===== config.mk =====
export PLATFORM = sky130hd
export DESIGN_NAME = trig_timing_seq
export DESIGN_NICKNAME = d
export VERILOG_FILES = /design/src/rtl/tts_pkg.sv /design/src/rtl/tts_regs.sv /design/src/rtl/tts_veto.sv /design/src/rtl/tts_seq.sv /design/src/rtl/trig_timing_seq.sv
export SDC_FILE = /design/constraint.sdc
export NUM_CORES = 1
export LEC_CHECK = 0
export CAP_MARGIN = 30
export CORE_AREA = 2 2 124 90
export DETAILED_ROUTE_END_ITERATION = 16
export DIE_AREA = 0 0 126 92
export GPL_TIMING_DRIVEN = 0
export HOLD_SLACK_MARGIN = 0.03
export PLACE_DENSITY = 0.57
export SLEW_MARGIN = 20
export SYNTH_ARGS = -nofsm -noshare
export SYNTH_HDL_FRONTEND = slang
export SYNTH_SLANG_ARGS = --single-unit

===== constraint.sdc =====
create_clock -name clk -period 4.8 [get_ports clk]
set_clock_uncertainty 0.1 [all_clocks]
set_input_delay 0.96 -clock clk [delete_from_list [all_inputs] [get_ports clk]]
set_output_delay 0.96 -clock clk [all_outputs]
set_load 0.02 [all_outputs]

===== src/rtl/tts_pkg.sv =====
package tts_pkg;

  // Fast strobe delay in clock cycles for a code.
  function automatic int fast_cycles(input int code, input int step_ns, input int clk_ns);
    return (code * step_ns) / clk_ns;
  endfunction

  // Validation delay in clock cycles: base plus steps, clamped to the ceiling.
  function automatic int val_cycles(input int code, input int base_ns, input int step_ns,
                                    input int max_ns, input int clk_ns);
    int ns;
    ns = base_ns + code * step_ns;
    if (ns > max_ns) ns = max_ns;
    return ns / clk_ns;
  endfunction

  // Veto pulse width in clock cycles, code clamped to 1..max_steps, rounded up.
  function automatic int veto_cycles(input int code, input int step_ns,
                                     input int max_steps, input int clk_ns);
    int k;
    k = (code < 1) ? 1 : ((code > max_steps) ? max_steps : code);
    return (k * step_ns + clk_ns - 1) / clk_ns;
  endfunction

endpackage


===== src/rtl/tts_regs.sv =====
module tts_regs #(
  parameter int CODE_W = 8,
  parameter int ADDR_W = 2
) (
  input  logic              clk,
  input  logic              rst_n,
  input  logic              wr_en_i,
  input  logic [ADDR_W-1:0] wr_addr_i,
  input  logic [CODE_W-1:0] wr_data_i,
  output logic [CODE_W-1:0] fast_code_o,
  output logic [CODE_W-1:0] val_code_o,
  output logic [CODE_W-1:0] veto_code_o,
  output logic              veto_en_o
);
  localparam logic [ADDR_W-1:0] A_FAST = ADDR_W'(0);
  localparam logic [ADDR_W-1:0] A_VAL  = ADDR_W'(1);
  localparam logic [ADDR_W-1:0] A_VETO = ADDR_W'(2);
  localparam logic [ADDR_W-1:0] A_CTRL = ADDR_W'(3);

  always_ff @(posedge clk) begin
    if (!rst_n) begin
      fast_code_o <= '0;
      val_code_o  <= '0;
      veto_code_o <= '0;
      veto_en_o   <= 1'b0;
    end else if (wr_en_i) begin
      case (wr_addr_i)
        A_FAST:  fast_code_o <= wr_data_i;
        A_VAL:   val_code_o  <= wr_data_i;
        A_VETO:  veto_code_o <= wr_data_i;
        A_CTRL:  veto_en_o   <= wr_data_i[0];
        default: ;
      endcase
    end
  end
endmodule


===== src/rtl/tts_veto.sv =====
module tts_veto #(
  parameter int CODE_W         = 8,
  parameter int CLK_NS         = 8,
  parameter int VETO_STEP_NS   = 100,
  parameter int VETO_MAX_STEPS = 5
) (
  input  logic              clk,
  input  logic              rst_n,
  input  logic              request_i,
  input  logic [CODE_W-1:0] code_i,
  output logic              launch_o,
  output logic              veto_o
);
  import tts_pkg::*;
  localparam int MAX_CYC = (VETO_MAX_STEPS * VETO_STEP_NS + CLK_NS - 1) / CLK_NS;
  localparam int VCNT_W  = $clog2(MAX_CYC + 1);

  logic [VCNT_W-1:0] left;

  assign veto_o   = (left != '0);
  assign launch_o = request_i && !veto_o;

  always_ff @(posedge clk) begin
    if (!rst_n) begin
      left <= '0;
    end else if (launch_o) begin
      left <= VCNT_W'(veto_cycles(int'(code_i), VETO_STEP_NS, VETO_MAX_STEPS, CLK_NS));
    end else if (veto_o) begin
      left <= left - 1'b1;
    end
  end
endmodule


===== src/rtl/tts_seq.sv =====
module tts_seq #(
  parameter int CODE_W       = 8,
  parameter int CNT_W        = 11,
  parameter int CLK_NS       = 8,
  parameter int FAST_STEP_NS = 8,
  parameter int VAL_BASE_NS  = 2000,
  parameter int VAL_STEP_NS  = 40,
  parameter int VAL_MAX_NS   = 10000
) (
  input  logic              clk,
  input  logic              rst_n,
  input  logic              start_i,
  input  logic              inhibit_i,
  input  logic [CODE_W-1:0] fast_code_i,
  input  logic [CODE_W-1:0] val_code_i,
  output logic              accept_o,
  output logic              fast_stb_o,
  output logic              val_stb_o,
  output logic              busy_o
);
  import tts_pkg::*;

  logic             running;
  logic [CNT_W-1:0] elapsed;
  logic [CNT_W-1:0] fast_tgt;
  logic [CNT_W-1:0] val_tgt;

  assign accept_o   = start_i && !running && !inhibit_i;
  assign busy_o     = running;
  // The counter stops at val_tgt, so a fast target beyond it never matches.
  assign fast_stb_o = running && (elapsed == fast_tgt);
  assign val_stb_o  = running && (elapsed == val_tgt);

  always_ff @(posedge clk) begin
    if (!rst_n) begin
      running  <= 1'b0;
      elapsed  <= '0;
      fast_tgt <= '0;
      val_tgt  <= '0;
    end else if (accept_o) begin
      running  <= 1'b1;
      elapsed  <= '0;
      fast_tgt <= CNT_W'(fast_cycles(int'(fast_code_i), FAST_STEP_NS, CLK_NS));
      val_tgt  <= CNT_W'(val_cycles(int'(val_code_i), VAL_BASE_NS, VAL_STEP_NS,
                                    VAL_MAX_NS, CLK_NS));
    end else if (running) begin
      if (val_stb_o) running <= 1'b0;
      else           elapsed <= elapsed + 1'b1;
    end
  end
endmodule


===== src/rtl/trig_timing_seq.sv =====
module trig_timing_seq #(
  parameter int CODE_W         = 8,
  parameter int ADDR_W         = 2,
  parameter int CLK_NS         = 8,
  parameter int FAST_STEP_NS   = 8,
  parameter int VAL_BASE_NS    = 2000,
  parameter int VAL_STEP_NS    = 40,
  parameter int VAL_MAX_NS     = 10000,
  parameter int VETO_STEP_NS   = 100,
  parameter int VETO_MAX_STEPS = 5
) (
  input  logic              clk,
  input  logic              rst_n,
  input  logic              start_i,
  input  logic              ext_inhibit_i,
  input  logic              suppress_i,
  input  logic              pileup_i,
  input  logic              wr_en_i,
  input  logic [ADDR_W-1:0] wr_addr_i,
  input  logic [CODE_W-1:0] wr_data_i,
  output logic              fast_stb_o,
  output logic              val_stb_o,
  output logic              busy_o,
  output logic              veto_o,
  output logic              inhibit_o
);
  localparam int FAST_MAX_CYC = ((2 ** CODE_W) - 1) * FAST_STEP_NS / CLK_NS;
  localparam int VAL_MAX_CYC  = VAL_MAX_NS / CLK_NS;
  localparam int TOP_CYC      = (FAST_MAX_CYC > VAL_MAX_CYC) ? FAST_MAX_CYC : VAL_MAX_CYC;
  localparam int CNT_W        = $clog2(TOP_CYC + 1);

  logic [CODE_W-1:0] fast_code, val_code, veto_code;
  logic              veto_en;
  logic              seq_accept;   // start taken this cycle
  logic              veto_launch;  // veto pulse begins next cycle

  tts_regs #(.CODE_W(CODE_W), .ADDR_W(ADDR_W)) u_regs (
    .clk(clk), .rst_n(rst_n),
    .wr_en_i(wr_en_i), .wr_addr_i(wr_addr_i), .wr_data_i(wr_data_i),
    .fast_code_o(fast_code), .val_code_o(val_code),
    .veto_code_o(veto_code), .veto_en_o(veto_en)
  );

  tts_veto #(
    .CODE_W(CODE_W), .CLK_NS(CLK_NS),
    .VETO_STEP_NS(VETO_STEP_NS), .VETO_MAX_STEPS(VETO_MAX_STEPS)
  ) u_veto (
    .clk(clk), .rst_n(rst_n),
    .request_i(suppress_i || pileup_i), .code_i(veto_code),
    .launch_o(veto_launch), .veto_o(veto_o)
  );

  assign inhibit_o = ext_inhibit_i || (veto_en && veto_o);

  tts_seq #(
    .CODE_W(CODE_W), .CNT_W(CNT_W), .CLK_NS(CLK_NS), .FAST_STEP_NS(FAST_STEP_NS),
    .VAL_BASE_NS(VAL_BASE_NS), .VAL_STEP_NS(VAL_STEP_NS), .VAL_MAX_NS(VAL_MAX_NS)
  ) u_seq (
    .clk(clk), .rst_n(rst_n),
    .start_i(start_i), .inhibit_i(inhibit_o),
    .fast_code_i(fast_code), .val_code_i(val_code),
    .accept_o(seq_accept), .fast_stb_o(fast_stb_o),
    .val_stb_o(val_stb_o), .busy_o(busy_o)
  );
endmodule


* Word level (Yosys, flattened, before mapping)
Cells that the tools add are included.
** Word-level totals
- Bits of input ports :: 17
- Bits in registers :: 62
- Output and inout port bits :: 5
- Word-level logic and storage cells :: 62
** Operators by class
- Equality and inequality tests :: 5
- Magnitude comparators :: 3
- Bitwise logic cells :: 4
- Reduce and logical (&&, ||, !) cells :: 22
- Multiplexer cells :: 10
- Multipliers :: 2
- $add $sub $neg :: 7
** Operator list (count)
- $mux W32 :: 4
- $add A12 B32 Y32 const A :: 1
- $add A32 B5 Y32 const B :: 1
- $gt A32 B15 Y1 const B :: 1
- $mul A32 B6 Y30 const B :: 1
- $sub A32 B2 Y32 const B :: 1
- $mux W6 :: 2
- $add A11 B1 Y11 :: 1
- $add A11 B1 Y11 const B :: 1
- $eq A11 B11 Y1 :: 1
- $eq A11 B8 Y1 :: 1
- $mul A8 B3 Y11 const B :: 1
- $reduce_and A2 Y1 :: 5
- $gt A8 B3 Y1 const B :: 1
- $lt A8 B1 Y1 const B :: 1
- $mux W8 :: 1
- $add A6 B1 Y6 :: 1
- $logic_and A1 B1 Y1 :: 6
- $reduce_bool A6 Y1 :: 1
- $reduce_or A3 Y1 :: 2
- $sub A6 B1 Y6 const B :: 1
- $eq A2 B2 Y1 const B :: 2
- $logic_not A1 Y1 :: 3
- $mux W1 :: 3
- other kinds (7) :: 10

* Depth between registers and ports, before layout
- Depth in word-level cells :: 10
- Mapped depth :: 14
- Gate-level depth less buffers :: 14

* By module
A second synthesis with hierarchy kept.
** Second synthesis, totals
- Cells, all modules :: 418
- Area total of the unflattened synthesis :: 3669.8 µm²
** Modules (own cells, without submodules)
- tts_seq :: area each 2083.2 µm², cells an instance 245, sequential area each 620.6 µm², instances 1
- tts_regs :: area each 945.9 µm², cells an instance 94, sequential area each 500.5 µm², instances 1
- tts_veto :: area each 626.9 µm², cells an instance 77, sequential area each 120.1 µm², instances 1
- trig_timing_seq :: area each 13.8 µm², cells an instance 2, sequential area each 0.0 µm², instances 1

* Least setup slack after synthesis
No wires, ideal clock.
- Path type :: reg2reg
- From :: register u_regs.val_code_o[1]
- To :: register u_seq.val_tgt[1]
- Clock period less this slack :: 3311 ps
- Setup slack :: 1489 ps
- Data arrival time :: 3150 ps
- Library setup time :: 61 ps
- Cell stages (with the launch flop) :: 13
- Required time :: 4639 ps
- Buffers on the path :: 1
- Cells stage by stage :: dfxtp_1 -> ha_1 -> ha_1 -> inv_1 -> fa_1 -> xor2_1 -> and3_1 -> clkbuf_1 -> nand2_1 -> mux2_4 -> o32a_4 -> o41ai_4 -> o221a_1
** On the way
- Cells in the longest elaborated chain, start to end :: 9
** Ends and longest elaborated chain
- from (decl) :: RTL line tts_regs.sv:11 : output logic [CODE_W-1:0] val_code_o,
- from (signal assigned) :: RTL line tts_regs.sv:29 : A_VAL: val_code_o <= wr_data_i;
- $mul A8 B3 Y11 * :: RTL line tts_pkg.sv:12 : ns = base_ns + code * step_ns;
- $add A12 B32 Y32 * :: RTL line tts_pkg.sv:12
- $gt A32 B15 Y1 :: RTL line tts_pkg.sv:13 : if (ns > max_ns) ns = max_ns;
- $mux W32 * :: RTL line tts_pkg.sv:13
- $mux W32 * :: RTL line tts_seq.sv:40 : end else if (accept_o) begin
- $mux W32 * :: RTL line tts_seq.sv:35 : if (!rst_n) begin
- $reduce_or A3 Y1 (no line)
- $and A1 B1 Y1 (no line)
- $add A11 B1 Y11 (no line) *
- to (signal assigned) :: RTL line tts_seq.sv:44 : val_tgt <= CNT_W'(val_cycles(int'(val_code_i), VAL_BASE_NS, VAL_STEP_NS,
- to (decl) :: RTL line tts_seq.sv:26 : logic [CNT_W-1:0] val_tgt;
Every way passes the cells marked *; elsewhere a longest branch is shown, timed or not. The select of a mux whose other input is x is not followed.
A chain may end at the register's enable or synchronous reset.

* Worst setup path after layout
- From :: register u_regs.val_code_o[1]
- To :: register u_seq.val_tgt[6]
Same word-level chain as after synthesis.

==> impl_metrics.py <==
metrics = {
    "outcome": {
        "outcome": "completed",
    },
    "worst_setup_path": {
        "criticalPathCategory": "flip-flop to flip-flop",
        "critPathSlowestCell": "o41ai_4",
        "rr_worst_depth": 12,
        "arrival_ns": 3.91,
        "slowest_delay_ns": 0.59,
        "r2r_slack_ns": 1.06,
        "worst_ep_required_time_ns": 4.97,
        "crit_fanout": 9,
        "crit_path_cell_trace": "ha_1, ha_1, inv_1, fa_1, xor2_1, and3_1, clkbuf_1, nand2_1, mux2_4, o32a_4, o41ai_4, o221a_1",
        "r2r_end": "u_seq.val_tgt[6]",
        "startpoint_type": "flip-flop",
        "crit_top_cell": "ha_1",
        "critPathCaptureType": "flip-flop",
        "worstReg2RegStart": "u_regs.val_code_o[1]",
    },
    "pwr": {
        "p_leak_nw": 1.79,
        "powerDensity_nw_per_um2": 369,
        "ir_drop_uv": 177,
    },
    "cts": {
        "cts.sinks": 62,
        "ctsResizeCount": 0,
        "post_cts_buffers": 0,
        "numCtsBuffers": 9,
        "cts_tree": "done",
        "root_buffer": "clkbuf_16",
        "insertion_delay_ns": 0.33,
        "cts_buffer_depth": 2,
        "holdBufCountCts": 0,
        "path_clk_slew_ns": 0.05,
        "htreeDepth": 3,
    },
    "layout": {
        "drive_gt1_share_pct": 4.30,
        "finish.instance_area_um2": 4270,
        "diodes": 0,
        "layoutNonFillerInstCount": 578,
        "area_delta_synth_final_pct": 19.3,
        "layout.nets": 478,
    },
    "die": {
        "fp.dieH_um": 92,
        "io_pins": 22,
        "start_util_pct": 33.9,
        "fp.dieW_um": 126,
        "dieArea_um2": 11600,
        "placementRows": 32,
        "core_region_area_um2": 10600,
    },
    "drt": {
        "vias": 2813,
        "viasPerCell": 4.87,
        "drt-wirelength-per-cell_um": 13.8,
        "drc_errors": 0,
        "drtIter0Drc": 132,
        "ant_nets": 0,
        "wl_um": 7980,
        "drt_pre_antenna_iters": 4,
    },
    "yosys": {
        "synth_seq_cells": 62,
        "syn_area_um2": 3580,
        "syn_area_per_cell_um2": 8.84,
        "synth_enable_flop_cells": 0,
        "synth_cells": 405,
        "synthArstFlopShare_pct": 0,
        "ys_seq_area_share_pct": 34.6,
        "synth.distinct_cells": 45,
        "synthFlopType": "dfxtp_1",
        "ys_warn_count": 0,
    },
    "min_path": {
        "whs_endpoint": "u_seq.fast_tgt[0]",
        "hold_class": "flip-flop to flip-flop",
        "whs_path_depth": 2,
        "hold_path_startpoint": "u_seq.fast_tgt[0]",
    },
    "sta": {
        "max_slew_margin_pct": 48.0,
        "finalHoldViolCount": 0,
        "rsz0062_at_grt": "no",
        "finalSetupViolCount": 0,
        "slew_viol_final": 0,
        "tightest_slew_ns": 0.768,
        "fin_crit_sh_pct": 78.0,
        "final.min_clock_period_ns": 3.74,
        "setup_ws_ns": 1.06,
        "tns_ns": 0,
        "max_freq_mhz": 267,
    },
    "grt": {
        "gr-total-overflow": 0,
        "antenna_found_initial": 0,
        "grt_pass1_wl_um": 13500,
        "grt_pass1_vias": 2736,
        "grt_max_degree": 11,
        "grt.total_usage_pct": 14.8,
    },
    "place": {
        "place.gp.congestion": 0.765,
        "place_inst": 562,
        "place_area_um2": 3960,
        "dp_hpwl_um": 6270,
        "io_buffers": 20,
        "dp_slack_ns": 1.07,
    },
    "run": {
        "maxCapViolCount": 0,
    },
}
==> cell type report <==
class                   instances  area (um2)
flip-flops and latches         62        1240
repair buffers                 20         200
clock inverters                 4        70.1
plain buffers                  17        63.8
well taps                     136         170
multi-input cells             311        2220
fillers                      1075        6300
clock buffers                  12         246
inverters                      16        60.1
==> per-stage QoR <==
stage / util, % / total power, mW / hold WS [ns]
5_1_grt: 40.4 / 1.67 / 0.391
6_report: 40.4 / 1.58 / 0.371
3_3_place_gp: 37.4 / 0.897 / 0.363
3_5_place_dp: 37.4 / 0.904 / 0.370
4_1_cts: 40.4 / 1.60 / 0.376
2_1_floorplan: - / 0.817 / 0.338
==> report_power, final <==
group / total (mW) / internal, mW / switching (mW) / leakage [nW]
clock: 0.684 / 0.466 / 0.217 / 0.157
sequential: 0.579 / 0.551 / 0.0287 / 0.504
combinational: 0.315 / 0.141 / 0.174 / 1.13
==> sequential cells by signal, indices dropped and copies added, names as in the netlist, 6 cells and up <==
name	cells
u_regs.fast_code_o	8
u_regs.val_code_o	8
u_regs.veto_code_o	8
u_seq.elapsed	11
u_seq.fast_tgt	8
u_seq.val_tgt	11
u_veto.left	6
==> layer usage <==
metal	part of all wire [%]	up-vias	track usage, %
li1	-	1477	-
met1	55	1295	21.1
met2	41	33	21.1
met3	3.4	8	4.84
met4	1.1	0	4.67
met5	0	-	0
==> cell usage after synthesis (2+ instances only) <==
library cell  number  area, um2
dfxtp_1           62       1240
nand2_1           36        135
xor2_1            29        254
nor2b_1           28        175
mux2i_1           26        260
nor2_1            25       93.8
ha_1              22        275
xnor2_1           18        158
nand3_1           17       85.1
o21ai_0           17       85.1
clkbuf_1          16       60.1
inv_1             16       60.1
a21oi_1           11       55.1
a21boi_0           8       60.1
and3_1             7       43.8
nor3_1             7       35.0
nor4_1             7       43.8
or3_1              7       43.8
a31oi_1            3       18.8
nand2b_1           3       18.8
nand4_1            3       18.8
nor3b_1            3       22.5
o221a_1            3       33.8
o31ai_1            3       22.5
a211oi_1           2       15.0
a21o_1             2       15.0
a221oi_1           2       17.5
conb_1             2       7.51
fa_1               2       40.0
nand3b_1           2       15.0
o211ai_1           2       15.0
==> worst max-delay path by stage <==
stage	cells past startpoint	endpoint	from	slack (ns)
finish	12	u_seq.val_tgt[6]	u_regs.val_code_o[1]	1.06
global route	12	u_seq.val_tgt[3]	u_regs.val_code_o[1]	0.76
CTS	12	u_seq.val_tgt[6]	u_regs.val_code_o[1]	1.04
detailed placement	12	u_seq.val_tgt[6]	u_regs.val_code_o[1]	1.07
global placement	12	u_seq.val_tgt[6]	u_regs.val_code_o[1]	1.10
floorplan	12	u_seq.val_tgt[1]	u_regs.val_code_o[1]	1.49
==> worst max-delay path: cells and delay by family, from the launching register on <==
kind,cells,cell delay [ns]
DFF,1,0.37
AOI/OAI and AO/OA,3,1.20
and+or+nand+nor,2,0.33
adders and majority gates,3,0.85
xor gates and xnor gates,1,0.26
muxes,1,0.27
buffers and inverters,2,0.30
==> logic make-up (layout without fill, tap and decap cells) <==
group           Yosys count  count (layout)  share of synthesized area (%)
compound gates           63              63                           13.0
xor+xnor                 47              47                           11.5
fa+ha+maj                24              24                           8.80
buf+inv                  33              69                           3.46
flops                    62              62                           34.6
mux                      27              27                           7.68
other cells               2               3                          0.210
simple gates            147             147                           20.7
==> cells in the final DEF (no fill, tap or decap), types with 2 or more instances in the layout <==
| cell type | instances |
|---|---|
| a211oi_1 | 2 |
| a21boi_0 | 8 |
| a21o_1 | 2 |
| a21oi_1 | 11 |
| a221oi_1 | 2 |
| a31oi_1 | 3 |
| and3_1 | 7 |
| bufinv_16 | 2 |
| clkbuf_1 | 18 |
| clkbuf_16 | 9 |
| clkdlybuf4s50_1 | 20 |
| clkinv_2 | 2 |
| conb_1 | 3 |
| dfxtp_1 | 62 |
| fa_1 | 2 |
| ha_1 | 22 |
| inv_1 | 16 |
| mux2i_1 | 26 |
| nand2_1 | 36 |
| nand2b_1 | 3 |
| nand3_1 | 17 |
| nand3b_1 | 2 |
| nand4_1 | 3 |
| nor2_1 | 25 |
| nor2b_1 | 28 |
| nor3_1 | 7 |
| nor3b_1 | 3 |
| nor4_1 | 7 |
| o211ai_1 | 2 |
| o21ai_0 | 17 |
| o221a_1 | 3 |
| o31ai_1 | 3 |
| or3_1 | 7 |
| xnor2_1 | 18 |
| xor2_1 | 29 |
No activity file was read; power rests on OpenSTA's default activity.
